### config.mk
export PLATFORM = sky130hd
export DESIGN_NAME = crypto_bitmanip_unit
export DESIGN_NICKNAME = d
export VERILOG_FILES = /design/src/rtl/crypto_bitmanip_unit.sv
export SDC_FILE = /design/constraint.sdc
export NUM_CORES = 1
export LEC_CHECK = 0
export ABC_AREA = 1
export BUFFER_PORTS_ARGS = -buffer_cell sky130_fd_sc_hd__buf_2
export CAP_MARGIN = 20
export CELL_PAD_IN_SITES_DETAIL_PLACEMENT = 1
export CELL_PAD_IN_SITES_GLOBAL_PLACEMENT = 2
export CORE_ASPECT_RATIO = 1.5
export CORE_MARGIN = 5
export CORE_UTILIZATION = 32
export DETAILED_ROUTE_END_ITERATION = 12
export GPL_TIMING_DRIVEN = 0
export PLACE_DENSITY_LB_ADDON = 0.1
export RECOVER_POWER = 50
export SLEW_MARGIN = 20
export SYNTH_ARGS = -nofsm -noshare
export SYNTH_HDL_FRONTEND = slang
export SYNTH_SLANG_ARGS = --single-unit
### constraint.sdc
create_clock -name vclk -period 5.26
set_input_delay 1.052 -clock vclk [all_inputs]
set_output_delay 1.052 -clock vclk [all_outputs]
set_load 0.1 [all_outputs]
### src/rtl/crypto_bitmanip_unit.sv
module crypto_bitmanip_unit #(
  parameter int XLEN = 64
) (
  input  logic [3:0]              op_sel,
  input  logic [XLEN-1:0]         src_a,
  input  logic [XLEN-1:0]         src_b,
  input  logic [$clog2(XLEN)-1:0] imm_amt,
  input  logic                    amt_from_imm,
  output logic [XLEN-1:0]         result
);
  localparam int AW = $clog2(XLEN);
  localparam int HW = XLEN / 2;
  localparam int NB = XLEN / 8;

  function automatic logic [XLEN-1:0] rep_mask(input logic [31:0] pat, input int w);
    logic [XLEN-1:0] m;
    for (int i = 0; i < XLEN; i++) m[i] = pat[i % w];
    return m;
  endfunction

  function automatic logic [XLEN-1:0] swap_stage(input logic [XLEN-1:0] x,
                                                 input logic [XLEN-1:0] m, input int s);
    return ((x & m) << s) | ((x & ~m) >> s);
  endfunction

  function automatic logic [XLEN-1:0] shuf_stage(input logic [XLEN-1:0] x,
                                                 input logic [XLEN-1:0] l, input int s);
    logic [XLEN-1:0] r;
    r = l >> s;
    return (x & ~(l | r)) | ((x << s) & l) | ((x >> s) & r);
  endfunction

  localparam logic [XLEN-1:0] SW1 = rep_mask(32'h55, 8);
  localparam logic [XLEN-1:0] SW2 = rep_mask(32'h33, 8);
  localparam logic [XLEN-1:0] SW4 = rep_mask(32'h0f, 8);
  localparam logic [XLEN-1:0] SH1 = rep_mask(32'h44, 8);
  localparam logic [XLEN-1:0] SH2 = rep_mask(32'h30, 8);
  localparam logic [XLEN-1:0] SH4 = rep_mask(32'h0f00, 16);
  localparam logic [XLEN-1:0] SH8 = rep_mask(32'h00ff0000, 32);

  logic [AW-1:0]     amt;
  logic [XLEN-1:0]   brev, zip_v, unzip_v, rev_v, rol_v, ror_v;
  logic [2*XLEN-1:0] rol_w, ror_w;
  logic [63:0]       rolw_t, rorw_t;
  logic [31:0]       packw32, rolw32, rorw32;
  logic [XLEN-1:0]   packw_v, rolw_v, rorw_v;

  assign amt = amt_from_imm ? imm_amt : src_b[AW-1:0];

  assign brev    = swap_stage(swap_stage(swap_stage(src_a, SW1, 1), SW2, 2), SW4, 4);
  assign unzip_v = shuf_stage(shuf_stage(shuf_stage(shuf_stage(src_a, SH1, 1), SH2, 2), SH4, 4), SH8, 8);
  assign zip_v   = shuf_stage(shuf_stage(shuf_stage(shuf_stage(src_a, SH8, 8), SH4, 4), SH2, 2), SH1, 1);

  always_comb
    for (int k = 0; k < NB; k++) rev_v[8*k +: 8] = src_a[8*(NB-1-k) +: 8];

  assign rol_w = {src_a, src_a} << amt;
  assign ror_w = {src_a, src_a} >> amt;
  assign rol_v = rol_w[2*XLEN-1:XLEN];
  assign ror_v = ror_w[XLEN-1:0];

  assign rolw_t  = {src_a[31:0], src_a[31:0]} << amt[4:0];
  assign rorw_t  = {src_a[31:0], src_a[31:0]} >> amt[4:0];
  assign rolw32  = rolw_t[63:32];
  assign rorw32  = rorw_t[31:0];
  assign packw32 = {src_b[15:0], src_a[15:0]};

  generate
    if (XLEN > 32) begin : g_sext
      assign packw_v = {{(XLEN-32){packw32[31]}}, packw32};
      assign rolw_v  = {{(XLEN-32){rolw32[31]}}, rolw32};
      assign rorw_v  = {{(XLEN-32){rorw32[31]}}, rorw32};
    end else begin : g_nosext
      assign packw_v = packw32;
      assign rolw_v  = rolw32;
      assign rorw_v  = rorw32;
    end
  endgenerate

  always_comb begin
    case (op_sel)
      4'd0:    result = brev;
      4'd1:    result = zip_v;
      4'd2:    result = unzip_v;
      4'd3:    result = {src_b[HW-1:0], src_a[HW-1:0]};
      4'd4:    result = {{(XLEN-16){1'b0}}, src_b[7:0], src_a[7:0]};
      4'd5:    result = packw_v;
      4'd6:    result = rol_v;
      4'd7:    result = ror_v;
      4'd8:    result = rolw_v;
      4'd9:    result = rorw_v;
      4'd10:   result = rev_v;
      4'd11:   result = src_a & ~src_b;
      4'd12:   result = src_a | ~src_b;
      4'd13:   result = ~(src_a ^ src_b);
      default: result = '0;
    endcase
  end
endmodule

==> results.py, run 1 <==
metrics = {
    "status": {
        "result_of_the_run": "stopped before the end",
        "stop_stage": "global routing (5_1_grt)",
        "error_line": "[ERROR GRT-0116] Global routing finished with congestion. Check the congestion regions in the DRC Viewer.",
    },
    "synth": {
        "synthesized_instance_count": 3186,
        "post_synth_num_cell_types": 34,
        "ys_warn_count": 0,
        "synth.avg_cell_area_um2": 4.98,
        "synthesis.area_um2": 15900,
        "synth.yosys.seq_area_share_pct": 0,
        "synthesis.nets": 3453,
    },
    "placement": {
        "routability_congestion_estimate": 1.28,
        "hpwl_after_detailed_placement_um": 136000,
        "port_buffers": 202,
    },
    "clock_network": {
        "ctsHoldBuffers": 0,
    },
    "floorplan": {
        "fp-row-count": 100,
        "die_extent_in_y_um": 283,
        "io_pins": 203,
        "die_w_um": 192,
        "starting_density_of_the_core_pct": 32.1,
    },
    "global_routing": {
        "grt-ovfl-total": 234,
        "global_route_total_usage_across_every_layer_pct": 67.9,
        "grt_max_degree": 11,
        "grt_pass1_vias": 32300,
        "grt_pass1_wl_um": 272000,
    },
}
timing repair:
item | CTS
setup buffers | 0
gates resized for setup | 58
gates cloned | 0
endpoints found under the hold margin | 0
endpoints found under the setup margin | 62
logic make-up after synthesis:
| kind of cell | share of synthesized area (%) |
|---|---|
| compound gates | 11.6 |
| simple gates | 67.1 |
| buf+inv | 11.2 |
| fa+ha+maj | 10.1 |
metal layers:
| layer | track usage [%] | GRT overflow |
|---|---|---|
| met4 | 66.8 | 120 |
| met1 | 68.2 | 1 |
| met3 | 50.0 | 5 |
| met5 | 15.0 | 0 |
| met2 | 86.6 | 108 |
Yosys cell counts, types with 4 or more instances:
cell       count  area, µm²
nor2_1       118        443
a221oi_1      41        359
buf_1         23       86.3
inv_1        141        529
buf_6         22        248
nand3_1     1242       6220
o211ai_1       4       30.0
nor4_1        28        175
ha_1         128       1600
o22ai_1       88        551
buf_2         42        210
nand3_2        5       50.1
buf_4         20        150
clkinv_1       9       33.8
o21ai_0       30        150
o2111ai_1     19        166
o221ai_1      15        131
a21oi_1       69        345
clkbuf_1     132        495
o21ai_2        4       35.0
nand2_1      980       3680
metrics by stage:
stage	TNS (ps)	util [%]	std cells	instance area (µm²)	worst slack, ps
floorplan	0	-	3186	15900	987
global placement	-21690	35.8	4051	17700	-977
CTS	0	36.3	4055	18000	3.17
detailed placement	-14270	36.0	4055	17800	-775
==> inputs of run 2 (changes only) <==
- CELL_PAD_IN_SITES_DETAIL_PLACEMENT: 1 -> unset
- CELL_PAD_IN_SITES_GLOBAL_PLACEMENT: 2 -> unset
- CORE_ASPECT_RATIO: 1.5 -> unset
- CORE_UTILIZATION: 32 -> 25
- PLACE_DENSITY_LB_ADDON: 0.1 -> 0.15
==> run 2 against run 1 <==
  * The flow now finishes, with violations (negative setup slack)
  * Synthesized cell count stayed put
  * Synthesized area unchanged
==> results.py, run 2 <==
metrics = {
    "status": {
        "result_of_the_run": "finished with violations",
        "violations": "negative setup slack",
    },
    "cells_and_area": {
        "area_delta_synth_final_pct": 18.3,
        "area_of_all_placed_cells_without_fillers_um2": 18800,
        "final_cell_mix": "nand3_1, nand2_1, buf_2",
        "n_clock_buffer": 0,
        "flops_and_latches": 0,
        "area.sequential_um2": 0,
        "mostFrequentLayoutCell": "nand3_1",
        "finish.net_count": 3666,
        "post_route_cells_drive_above_1_share_pct": 13.7,
    },
    "global_routing": {
        "grt_max_degree": 11,
        "grt_pass1_vias": 26400,
        "global_route_total_usage_across_every_layer_pct": 50.0,
        "initial_antenna_violation_count": 10,
        "grt-ovfl-total": 0,
        "grt_pass1_wl_um": 235000,
    },
    "sta": {
        "fmaxAchievable_mhz": 184,
        "timing.slew.headroom_pct": 18.3,
        "finalWorstSetupSlack_ps": -185,
        "timing.final.crit_period_ps": 5450,
        "unrepaired_setup_endpoints_after_global_routing": "no",
        "slew_at_the_pin_with_the_worst_max_slew_slack_ps": 1210,
        "final.period_utilization_pct": 104,
        "report.final.setup_viol": 47,
        "hold_viol_final": 0,
        "report.final.slew_viol_count": 0,
    },
    "clock_network": {
        "post_cts.repair.setup_buffers": 0,
    },
    "critical_path": {
        "crit_path_start_kind": "input port",
        "timing.critical_path.to": "result[15]",
        "worst_setup_path_startpoint": "op_sel[1]",
        "endpoint_kind_of_the_worst_setup_timing_path": "primary output",
        "critical_path_required_ps": 4210,
        "cp_max_fo": 10,
        "worstPathArrival_ps": 4390,
        "crit_type": "in2out",
    },
    "flow_run": {
        "maxCapViolations": 0,
    },
    "routing": {
        "detailroute.via_count": 28600,
        "drc_errors": 0,
        "avgRoutedWirePerCell_um": 42.6,
        "drt_first_iter_violations": 5033,
        "vias_per_cell": 6.73,
        "route.final.wire_length_um": 181000,
        "drt.antenna.violating_nets": 0,
        "first_pass_iters": 7,
    },
    "synth": {
        "largest_area_contributor_in_the_netlist": "nand3_1",
        "synth.most_common_cell": "nand3_1",
        "synth_area_leaders": "nand3_1, nand2_1, ha_1",
        "post_synth_num_cell_types": 34,
        "synthesis.nets": 3453,
        "synthesis.area_um2": 15900,
        "ys_warn_count": 0,
        "synth_top_area_share_pct": 39.2,
        "synth.yosys.seq_area_share_pct": 0,
        "synthesized_instance_count": 3186,
        "ys_top_cells_by_count": "nand3_1, nand2_1, inv_1, clkbuf_1, ha_1",
        "synth.avg_cell_area_um2": 4.98,
    },
    "placement": {
        "port_buffers": 202,
        "hpwl_after_detailed_placement_um": 148000,
        "routability_congestion_estimate": 1.09,
        "place_area_um2": 18100,
        "detailedPlace.worstSlack_ps": -871,
    },
    "floorplan": {
        "die_w_um": 262,
        "starting_density_of_the_core_pct": 25.2,
        "io_pins": 203,
        "floorplan.die_area_um2": 68600,
        "die_extent_in_y_um": 262,
        "fp-row-count": 92,
        "placeableCoreArea_um2": 63000,
    },
    "power_and_ir_drop": {
        "total_leakage_power_nw": 9.42,
        "cellPowerDensity_nw_per_um2": 223,
        "vdd_drop_max_mv": 0.178,
    },
    "min_path": {
        "hold_class": "in2out",
    },
}
[run 2: cell counts after synthesis]
Identical to the previous run, type by type.
[run 2: worst max-delay path: stages]
cell and delay [ps]:
buf_2 100, inv_1 50, nand2_1 120, inv_1 70, nand2_1 480, nand2_1 140, inv_1 430, nor2_1 110
nor4_2 530, nand2_1 200, nor2_1 490, nand3_1 230, buf_2 360
[run 2: routing by layer]
metal	routed length, µm	up-vias	global-route usage (%)
li1	-	11600	-
met1	65000	13500	58.0
met2	73000	2701	74.4
met3	22200	845	17.0
met4	20700	0	41.2
met5	0	-	0
[run 2: worst min-delay path by stage]
stage                     startpoint          to  slack [ps]  depth (start not counted)
after floorplan            src_a[55]  result[48]        2920                          4
after global placement     src_a[46]  result[39]        3010                          6
after detailed placement   src_a[46]  result[39]        2990                          6
after CTS                  src_a[46]  result[39]        2880                          6
after global routing       src_a[46]  result[39]        2960                          6
final                      src_a[46]  result[39]        2880                          6
[run 2: logic make-up after synthesis]
| kind of cell | Yosys count | share of synthesized area [%] |
|---|---|---|
| AOI/OAI and AO/OA | 280 | 11.6 |
| and+or+nand+nor | 2385 | 67.1 |
| buffers and inverters | 393 | 11.2 |
| adders and majority gates | 128 | 10.1 |
[run 2: power by group]
| part | switching (W) | leakage (nW) | internal (W) |
|---|---|---|---|
| Sequential | 0 | 0 | 0 |
| Combinational | 0.00338 | 9.42 | 0.000811 |
| Clock | 0 | 0.0000496 | 0.000000000239 |
[run 2: final cells by class]
class	instances	area [µm²]
Tap cell	846	1060
Buffer	239	1320
Multi-Input combinational cell	2793	14500
Fill cell	7681	44200
Inverter	154	654
Antenna cell	7	17.5
Timing Repair Buffer	211	1220
[run 2: per-stage QoR]
| stage | power [W] | cells | TNS [ps] | hold slack [ps] | util, % |
|---|---|---|---|---|---|
| after global routing | 0.00419 | 4244 | 0 | 2960 | 29.8 |
| final | 0.00419 | 4250 | -3090 | 2880 | 29.8 |
| after detailed placement | 0.00383 | 4243 | -28300 | 2990 | 28.8 |
| after floorplan | 0.00217 | 3186 | 0 | 2920 | - |
| after CTS | 0.00390 | 4243 | 0 | 2880 | 29.4 |
| after global placement | 0.00387 | 4234 | -36090 | 3010 | 28.5 |
[run 2: timing repair]
action	4_1_cts	5_1_grt
pin swaps	0	0
hold buffers	0	0
endpoints found under the setup margin	64	61
resized for setup	130	92
Power figures use the tool's default switching activity.
==> inputs of run 3 (changes only) <==
- ABC_CLOCK_PERIOD_IN_PS: unset -> 5260
- PLACE_DENSITY: unset -> 0.38
- PLACE_DENSITY_LB_ADDON: 0.15 -> unset
- SETUP_SLACK_MARGIN: unset -> 0.3
==> run 3 against run 2 <==
  * The flow now finishes without violations
  * Utilization is 1.1 points higher
  * Count of clock-buffer cells in the layout stayed put
  * Routed wire length is 0.84% lower
  * Cell count is 0.14% lower
  * Fmax is 3.5% higher
  * First-iteration DRC count is 8.0% higher
  * Global-route usage is 0.13 points lower
  * Largest cell class unchanged
  * Highest routed layer is now met5
==> results.py, run 3 (same netlist as run 2, synthesis figures left out) <==
metrics = {
    "status": {
        "result_of_the_run": "finished clean",
    },
    "sta": {
        "fmaxAchievable_mhz": 190,
        "hold_viol_final": 0,
        "timing.final.crit_period_ps": 5260,
        "timing.setup.tns_ps": 0,
        "report.final.setup_viol": 0,
        "finalWorstSetupSlack_ps": 0.745,
        "report.final.slew_viol_count": 0,
        "slew_at_the_pin_with_the_worst_max_slew_slack_ps": 1050,
        "unrepaired_setup_endpoints_after_global_routing": "yes",
        "timing.slew.headroom_pct": 29.8,
        "final.period_utilization_pct": 100,
    },
    "routing": {
        "drc_errors": 0,
        "drt.antenna.violating_nets": 0,
        "detailroute.via_count": 28600,
        "route.final.wire_length_um": 179000,
        "vias_per_cell": 6.74,
        "drt_first_iter_violations": 5435,
        "avgRoutedWirePerCell_um": 42.3,
        "first_pass_iters": 11,
    },
    "critical_path": {
        "crit_path_start_kind": "input port",
        "worst_setup_path_startpoint": "op_sel[1]",
        "endpoint_kind_of_the_worst_setup_timing_path": "primary output",
        "worstPathArrival_ps": 4210,
        "critical_path_required_ps": 4210,
        "cp_max_fo": 10,
        "crit_type": "in2out",
    },
    "clock_network": {
        "post_cts.repair.setup_buffers": 0,
        "ctsHoldBuffers": 0,
    },
    "cells_and_area": {
        "area_of_all_placed_cells_without_fillers_um2": 19500,
        "area_delta_synth_final_pct": 22.8,
        "flops_and_latches": 0,
        "final_cell_mix": "nand3_1, nand2_1, buf_2",
        "final_core_utilization_pct": 31.0,
        "post_route_cells_drive_above_1_share_pct": 16.6,
        "area.sequential_um2": 0,
        "n_clock_buffer": 0,
        "mostFrequentLayoutCell": "nand3_1",
        "finish.net_count": 3663,
    },
    "floorplan": {
        "starting_density_of_the_core_pct": 25.2,
        "floorplan.die_area_um2": 68600,
        "placeableCoreArea_um2": 63000,
        "io_pins": 203,
        "die_w_um": 262,
        "fp-row-count": 92,
        "die_extent_in_y_um": 262,
    },
    "placement": {
        "routability_congestion_estimate": 1.13,
        "detailedPlace.worstSlack_ps": -698,
        "place_area_um2": 18100,
        "hpwl_after_detailed_placement_um": 146000,
        "port_buffers": 202,
    },
    "global_routing": {
        "grt_max_degree": 11,
        "initial_antenna_violation_count": 13,
        "grt-ovfl-total": 0,
        "grt_pass1_vias": 26400,
        "global_route_total_usage_across_every_layer_pct": 49.9,
        "grt_pass1_wl_um": 235000,
    },
    "flow_run": {
        "maxCapViolations": 0,
    },
    "min_path": {
        "min_delay_endpoint": "result[52]",
        "hold_class": "in2out",
        "min-delay-start": "src_a[41]",
        "hold_depth": 6,
    },
}
run 3: area by class of cell:
class | instances | area, µm²
well taps | 846 | 1060
diodes | 4 | 10.0
plain buffers | 239 | 1420
multi-input cells | 2793 | 15000
inverters | 154 | 649
fillers | 7615 | 43500
repair buffers | 208 | 1320
run 3: worst max-delay path, cell delays in order:
cell and delay [ps]:
buf_2 120, inv_1 60, nor2_1 80, nand2_2 280, clkbuf_1 530, o21ai_0 270
nor4_2 880, nand2_1 150, nor2_2 250, nand3_1 220, buf_4 300
run 3: worst max path at each step:
stage | end | slack [ps] | cells after the start
6_report | result[5] | 0.7 | 11
5_1_grt | result[42] | 140 | 15
4_1_cts | result[40] | 170 | 14
3_5_place_dp | result[12] | -700 | 12
3_3_place_gp | result[14] | -1050 | 12
2_1_floorplan | result[14] | 990 | 16
run 3: per-layer routing:
layer / GRT usage (%) / vias up / wire length [µm]
met5: 0 / - / 56
met4: 40.7 / 10 / 21200
met3: 18.0 / 881 / 23800
met2: 73.7 / 2696 / 71300
met1: 57.8 / 13500 / 63000
li1: - / 11600 / -
run 3: through the flow:
| stage | hold WS (ps) | instances |
|---|---|---|
| global placement | 2990 | 4234 |
| detailed placement | 3010 | 4240 |
| CTS | 2840 | 4240 |
| global route | 2840 | 4240 |
| finish | 2820 | 4244 |
| floorplan | 2920 | 3186 |
run 3: what timing repair did:
item | 4_1_cts | 5_1_grt
setup endpoints to repair | 64 | 64
gates resized for setup | 261 | 208
pin swaps | 0 | 5
